**config.mk**
```make
export PLATFORM = sky130hd
export DESIGN_NAME = ovlm_matcher
export DESIGN_NICKNAME = d
export VERILOG_FILES = /design/src/rtl/ovlm_pkg.sv /design/src/rtl/ovlm_store.sv /design/src/rtl/ovlm_accum.sv /design/src/rtl/ovlm_judge.sv /design/src/rtl/ovlm_matcher.sv
export SDC_FILE = /design/constraint.sdc
export NUM_CORES = 2
export LEC_CHECK = 0
export CAP_MARGIN = 20
export CORE_UTILIZATION = 50
export DETAILED_ROUTE_END_ITERATION = 10
export DONT_BUFFER_PORTS = 1
export HOLD_SLACK_MARGIN = 0.1
export SYNTH_ARGS = -nofsm -noshare
export SYNTH_HDL_FRONTEND = slang
export SYNTH_SLANG_ARGS = --single-unit
```
**constraint.sdc**
```tcl
create_clock -name clk -period 11.42 [get_ports clk]
set_input_delay 1.142 -clock clk [delete_from_list [all_inputs] [get_ports clk]]
set_output_delay 1.142 -clock clk [all_outputs]
set_load 0.05 [all_outputs]
```
**src/rtl/ovlm_pkg.sv**
```systemverilog
package ovlm_pkg;
  localparam int DEF_VEC_W   = 256;
  localparam int DEF_N_CLASS = 16;
  localparam int DEF_SLICE_W = 64;
  localparam int DEF_CNT_W   = 13;

  typedef enum logic [1:0] {
    SQ_IDLE  = 2'd0,
    SQ_SCAN  = 2'd1,
    SQ_DRAIN = 2'd2
  } seq_state_t;
endpackage

```
**src/rtl/ovlm_store.sv**
```systemverilog
module ovlm_store #(
  parameter int W  = 64,
  parameter int AW = 6
) (
  input  logic          clk,
  input  logic          we,
  input  logic [AW-1:0] waddr,
  input  logic [W-1:0]  wdata,
  input  logic [AW-1:0] raddr,
  output logic [W-1:0]  rdata
);
  localparam int DEPTH = 2 ** AW;

  logic [W-1:0] mem [DEPTH];

  always_ff @(posedge clk) begin
    if (we) mem[waddr] <= wdata;
    rdata <= mem[raddr];
  end
endmodule

```
**src/rtl/ovlm_accum.sv**
```systemverilog
module ovlm_accum #(
  parameter int VEC_W   = 256,
  parameter int SLICE_W = 64,
  parameter int CNT_W   = 13,
  parameter int CW      = 4
) (
  input  logic               clk,
  input  logic               rst,
  input  logic               in_valid,
  input  logic               in_last,
  input  logic [CW-1:0]      in_cls,
  input  logic [SLICE_W-1:0] row,
  input  logic [SLICE_W-1:0] key,
  output logic               ovl_valid,
  output logic [CNT_W-1:0]   ovl,
  output logic [CW-1:0]      ovl_cls
);
  localparam int PW = $clog2(SLICE_W + 1);

  logic [SLICE_W-1:0] both;
  logic [PW-1:0]      pop;
  logic [CNT_W-1:0]   acc;
  logic [CNT_W-1:0]   sum;

  assign both = row & key;

  always_comb begin
    pop = '0;
    for (int i = 0; i < SLICE_W; i++) pop = pop + PW'(both[i]);
  end

  assign sum = acc + CNT_W'(pop);

  always_ff @(posedge clk) begin
    if (rst) begin
      acc       <= '0;
      ovl_valid <= 1'b0;
      ovl       <= '0;
      ovl_cls   <= '0;
    end else begin
      ovl_valid <= 1'b0;
      if (in_valid) begin
        if (in_last) begin
          acc       <= '0;
          ovl       <= sum;
          ovl_cls   <= in_cls;
          ovl_valid <= 1'b1;
        end else begin
          acc <= sum;
        end
      end
    end
  end

  p_ovl_bound_r2: assert property (@(posedge clk) disable iff (rst)
    ovl_valid |-> (ovl <= CNT_W'(VEC_W)));
endmodule

```
**src/rtl/ovlm_judge.sv**
```systemverilog
module ovlm_judge #(
  parameter int N_CLASS = 16,
  parameter int CNT_W   = 13,
  parameter int CW      = 4
) (
  input  logic             clk,
  input  logic             rst,
  input  logic             clr,
  input  logic [CNT_W-1:0] thr,
  input  logic             ovl_valid,
  input  logic [CNT_W-1:0] ovl,
  input  logic [CW-1:0]    ovl_cls,
  output logic             hit_valid,
  output logic [CW-1:0]    hit_idx,
  output logic             done,
  output logic [CNT_W-1:0] max_out,
  output logic [CNT_W-1:0] thr_out
);
  localparam logic [CW-1:0] LAST_CLS = CW'(N_CLASS - 1);

  logic [CNT_W-1:0] max_q;
  logic [CNT_W-1:0] max_nxt;

  assign max_nxt = (ovl > max_q) ? ovl : max_q;

  always_ff @(posedge clk) begin
    if (rst) begin
      max_q     <= '0;
      hit_valid <= 1'b0;
      hit_idx   <= '0;
      done      <= 1'b0;
      max_out   <= '0;
      thr_out   <= '0;
    end else begin
      hit_valid <= 1'b0;
      done      <= 1'b0;
      if (clr) begin
        max_q <= '0;
      end else if (ovl_valid) begin
        max_q <= max_nxt;
        if (ovl >= thr) begin
          hit_valid <= 1'b1;
          hit_idx   <= ovl_cls;
        end
        if (ovl_cls == LAST_CLS) begin
          done    <= 1'b1;
          max_out <= max_nxt;
          thr_out <= thr;
        end
      end
    end
  end

  p_max_grows_r5: assert property (@(posedge clk) disable iff (rst)
    !clr |=> (max_q >= $past(max_q)));
  p_max_covers_hit_r5: assert property (@(posedge clk) disable iff (rst)
    hit_valid |-> (max_q >= $past(ovl)));
  p_hit_from_ovl_r3: assert property (@(posedge clk) disable iff (rst)
    hit_valid |-> $past(ovl_valid));
  p_done_pulse_r6: assert property (@(posedge clk) disable iff (rst)
    done |=> !done);
endmodule

```
**src/rtl/ovlm_matcher.sv**
```systemverilog
module ovlm_matcher
  import ovlm_pkg::*;
#(
  parameter int VEC_W   = DEF_VEC_W,
  parameter int N_CLASS = DEF_N_CLASS,
  parameter int SLICE_W = DEF_SLICE_W,
  parameter int CNT_W   = DEF_CNT_W,
  localparam int SLICES = VEC_W / SLICE_W,
  localparam int CW     = (N_CLASS > 1) ? $clog2(N_CLASS) : 1,
  localparam int SW     = (SLICES > 1) ? $clog2(SLICES) : 1
) (
  input  logic               clk,
  input  logic               rst,
  input  logic               ld_en,
  input  logic [CW-1:0]      ld_cls,
  input  logic [SW-1:0]      ld_slice,
  input  logic [SLICE_W-1:0] ld_data,
  input  logic               start,
  input  logic [VEC_W-1:0]   key_vec,
  input  logic [CNT_W-1:0]   thr,
  output logic               hit_valid,
  output logic [CW-1:0]      hit_idx,
  output logic               done,
  output logic [CNT_W-1:0]   max_out,
  output logic [CNT_W-1:0]   thr_out
);
  localparam int AW = CW + SW;
  localparam logic [CW-1:0] LAST_CLS = CW'(N_CLASS - 1);
  localparam logic [SW-1:0] LAST_SL  = SW'(SLICES - 1);

  seq_state_t st;
  logic             take;
  logic [VEC_W-1:0] vec_q;
  logic [CNT_W-1:0] thr_q;
  logic [CW-1:0]    cls;
  logic [SW-1:0]    slc;
  logic             rd_valid;
  logic             rd_last;
  logic [CW-1:0]    rd_cls;
  logic [SW-1:0]    rd_slc;
  logic [SLICE_W-1:0] rd_row;
  logic [SLICE_W-1:0] key_sl [SLICES];
  logic             ovl_valid;
  logic [CNT_W-1:0] ovl;
  logic [CW-1:0]    ovl_cls;

  assign take = start && (st == SQ_IDLE);

  for (genvar g = 0; g < SLICES; g++) begin : g_key
    assign key_sl[g] = vec_q[g*SLICE_W +: SLICE_W];
  end

  always_ff @(posedge clk) begin
    if (rst) begin
      st       <= SQ_IDLE;
      vec_q    <= '0;
      thr_q    <= '0;
      cls      <= '0;
      slc      <= '0;
      rd_valid <= 1'b0;
      rd_last  <= 1'b0;
      rd_cls   <= '0;
      rd_slc   <= '0;
    end else begin
      rd_valid <= (st == SQ_SCAN);
      rd_last  <= (slc == LAST_SL);
      rd_cls   <= cls;
      rd_slc   <= slc;
      case (st)
        SQ_IDLE: if (take) begin
          vec_q <= key_vec;
          thr_q <= thr;
          cls   <= '0;
          slc   <= '0;
          st    <= SQ_SCAN;
        end
        SQ_SCAN: begin
          if (slc == LAST_SL) begin
            slc <= '0;
            if (cls == LAST_CLS) st <= SQ_DRAIN;
            else cls <= cls + 1'b1;
          end else begin
            slc <= slc + 1'b1;
          end
        end
        SQ_DRAIN: if (done) st <= SQ_IDLE;
        default: st <= SQ_IDLE;
      endcase
    end
  end

  ovlm_store #(.W(SLICE_W), .AW(AW)) u_store (
    .clk   (clk),
    .we    (ld_en),
    .waddr ({ld_cls, ld_slice}),
    .wdata (ld_data),
    .raddr ({cls, slc}),
    .rdata (rd_row)
  );

  ovlm_accum #(.VEC_W(VEC_W), .SLICE_W(SLICE_W), .CNT_W(CNT_W), .CW(CW)) u_accum (
    .clk       (clk),
    .rst       (rst),
    .in_valid  (rd_valid),
    .in_last   (rd_last),
    .in_cls    (rd_cls),
    .row       (rd_row),
    .key       (key_sl[rd_slc]),
    .ovl_valid (ovl_valid),
    .ovl       (ovl),
    .ovl_cls   (ovl_cls)
  );

  ovlm_judge #(.N_CLASS(N_CLASS), .CNT_W(CNT_W), .CW(CW)) u_judge (
    .clk       (clk),
    .rst       (rst),
    .clr       (take),
    .thr       (thr_q),
    .ovl_valid (ovl_valid),
    .ovl       (ovl),
    .ovl_cls   (ovl_cls),
    .hit_valid (hit_valid),
    .hit_idx   (hit_idx),
    .done      (done),
    .max_out   (max_out),
    .thr_out   (thr_out)
  );

  p_no_read_idle_r1: assert property (@(posedge clk) disable iff (rst)
    (st == SQ_IDLE) |=> !rd_valid);
  p_key_held_r1: assert property (@(posedge clk) disable iff (rst)
    (st != SQ_IDLE) |=> ($stable(vec_q) && $stable(thr_q)));
  p_hit_in_run_r4: assert property (@(posedge clk) disable iff (rst)
    hit_valid |-> (st != SQ_IDLE));
endmodule

```
==> metrics <==
largest net degree at the start of global routing=between 300 and 400; CTS tree=done; EDFF count, synth=approximately 4100; layout cells sized above 1=25.66%; Adder-Cell Fraction of Synth Area=under 10%; biggest regs=u_store.mem (4096), vec_q (256), u_store.rdata (64); full die area=0.3495 mm2; r2r setup slk=about 1700 ps; actual slew at the worst max-slew pin=1214 ps; # IOs=375; xor/xnor share of the synthesized area=0.06559%; Placeable Area=between 0.3 and 0.4 mm2; cts bufs inserted=around 460; Filler cells=approximately 25000; Layout Nets=~9000; worst flop-to-flop path endpoint=u_accum.acc[9]; simple-gate share of the synthesized area=under 10%; Layout Skew=around 41 ps; maxcap violations=0; htree depth=5; pre-CTS setup slack=roughly 1600 ps; Critical Path Start Type=register; RSZ-0062 raised after global routing=false; final setup TNS=0 ps; placed cell count=12460; Worst Slack Setup Final=1722 ps; Tot GR Track Use=around 29%; IO buf count=0; Iter 0 DRT Violations=12600; Syn-to-layout area delta=11.76%; Skew-Pair Late Insertion Delay=~990 ps; worst path arrival time=between 10000 and 15000 ps; final hold violation count=0; Routed WL=around 500000 um; PD cells=between 150 and 200 mW/mm2; min Tclk post-route=~9700 ps; DR vias=around 88000; combinational family with the most area after synthesis=multiplexers; Largest register FFs=4096; r2r startpoint=rd_slc[0]; CTS clk-pin slew, worst paths=60 ps; status=finished, final reports clean; WHS Endpoint=vec_q[21]; Mean Syn Cell Area=21.32 um2; initial core utilization=between 50 and 60%; crit end category=register; vias per cell=between 6 and 7; CP startpoint=rd_slc[0]; global-route wire length before repair=698700 um; Leakage=between 50 and 60 nW; CTS Root Cell=clkbuf_16; most frequent cells in the layout=edfxtp_1, mux4_2, nand2_1; cts-stage hold buffer count=0; Synth Flop Type=edfxtp_1; number of core rows=roughly 220; CP max FO=31; worst hold slack=approximately 240 ps; antenna violations before repair=34; post-synthesis sequential area ratio=between 70% and 80%; Hold Crit Depth=1; maximum VDD drop=about 0.00013 V; Compound-Gate Fraction of Synth Area=under 10%; DP HPWL=283700 um; synthesized cell area=approximately 0.17 mm2; synthesized net count=approximately 8600; total global routing overflow=0; CTS sink cnt=4521; Post-CTS Setup Repair Bufs=0; most common cell after layout, fill and taps aside=edfxtp_1; Die Wd=between 500 and 600 um; Post-CTS Resized=0; Setup violations, final=0; mux cell area share after synthesis=17.43%; Post-Syn Instances=8141; Highest Clock Rate=a little over 100 MHz; Die Y=~590 um; gpl congestion=between 0.8 and 0.9; worst-case clock buffer depth=4; #FFs+latches synth=roughly 4500; Post-synth ARST share=0%; drt drc=0; fin crit share=a little over four fifths; vias in the first global route=~86000; post-route ant nets=0; wire per inst=between 30 and 40 um; worst hold start=rst; Crit Path Category=reg -> reg; Top reg by flops=u_store.mem; Crit path required time=approximately 12000 ps; Syn. warnings=0; Slew headroom=19.09%; post-synth cell types=between 50 and 60; Slew Limit Fails=0; fin cells=~13000; Worst Hold Class=in -> reg; DRT Pass-1 Iters=6; cells on worst reg2reg path=27
metrics by stage:
step                      power, mW  utilization (%)  instance area [um2]
after global placement        20.19            52.17               179600
after detailed placement      20.20            52.21               179800
final                         34.18            56.35               194000
after floorplan               19.77                -               173600
after CTS                     34.37            56.32               193900
after global routing          35.09            56.34               194000
routing by layer:
layer / track usage (%) / vias up / share of wire, %
met5: 0 / - / 0.023
met4: 8.071 / 18 / 3.0
met3: 5.843 / 738 / 10
met2: 45.04 / 5022 / 47
met1: 42.53 / 48400 / 40
li1: - / 34080 / -
logic make-up (layout without fill, tap and decap cells):
| logic type | count (synthesis) | after routing |
|---|---|---|
| DFF | 4521 | 4521 |
| AOI/OAI and AO/OA | 563 | 563 |
| adders and majority gates | 106 | 106 |
| xor gates and xnor gates | 13 | 13 |
| muxes | 1376 | 1376 |
| and+or+nand+nor | 1013 | 1013 |
| buffers and inverters | 549 | 1153 |
| other | 0 | 19 |
area by class of cell:
| class | instances | area [um2] | area share, % |
|---|---|---|---|
| tap | 4557 | 5702 | 2.939 |
| multi-input combinational | 3071 | 40190 | 20.72 |
| inverter | 85 | 319.1 | 0.1644 |
| timing repair buffer | 232 | 2092 | 1.078 |
| clock buffer | 575 | 12110 | 6.241 |
| sequential | 4521 | 131500 | 67.80 |
| antenna | 19 | 47.55 | 0.02451 |
| clock inverter | 261 | 2023 | 1.043 |
worst max-delay path: stages (launching register included):
cell,delay [ps]
dfxtp_4,580
buf_12,320
mux4_2,550
and2_1,190
fa_1,500
fa_1,590
fa_1,560
inv_1,70
fa_1,540
inv_1,70
fa_1,500
fa_1,550
fa_1,440
fa_1,490
inv_1,50
fa_1,410
fa_1,470
inv_1,70
a21o_1,110
a21oi_1,80
xnor2_1,210
ha_1,320
nand2_1,100
o211ai_1,110
o41ai_1,820
nor2_1,200
or3b_2,490
a31oi_1,170
worst max path at each step:
stage | slack [ps] | to
floorplan | 2240 | u_accum.acc[11]
global placement | 1550 | u_accum.acc[11]
detailed placement | 1590 | u_accum.acc[11]
CTS | 1580 | u_accum.acc[9]
global route | 1240 | u_accum.acc[11]
finish | 1720 | u_accum.acc[9]
Yosys cell counts (all sizes together) (2+ instances only):
cell	number	area [um2]
a2111oi	5	43.79
a21boi	2	15.01
a21o	10	75.07
a21oi	333	1667
a221oi	20	175.2
a22oi	106	795.8
a311oi	2	17.52
a31oi	7	43.79
a32oi	5	43.79
and2	53	331.6
and3	5	31.28
and4	2	17.52
buf	175	1010
clkbuf	289	1085
dfxtp	425	8508
edfxtp	4096	123000
fa	55	1101
ha	51	638.1
inv	84	315.3
mux2	3	33.78
mux2i	56	560.5
mux4	1317	29660
nand2	708	2658
nand2b	11	68.82
nand3	30	150.1
nand3b	5	37.54
nand4	7	43.79
nor2	114	427.9
nor2b	24	150.1
nor3	33	165.2
nor3b	3	22.52
nor4	7	43.79
o21ai	34	170.2
o21bai	3	22.52
o22ai	11	68.82
o31ai	15	112.6
or2	5	31.28
or3b	3	26.28
xnor2	10	87.58
xor2	3	26.28
report_power, final:
| group | leakage [nW] | switching, mW | internal (mW) |
|---|---|---|---|
| logic | 12.2 | 0.860 | 0.712 |
| clock network | 6.89 | 6.27 | 8.07 |
| registers | 40.3 | 0.0692 | 18.2 |
No activity file was read; power rests on OpenSTA's default activity.
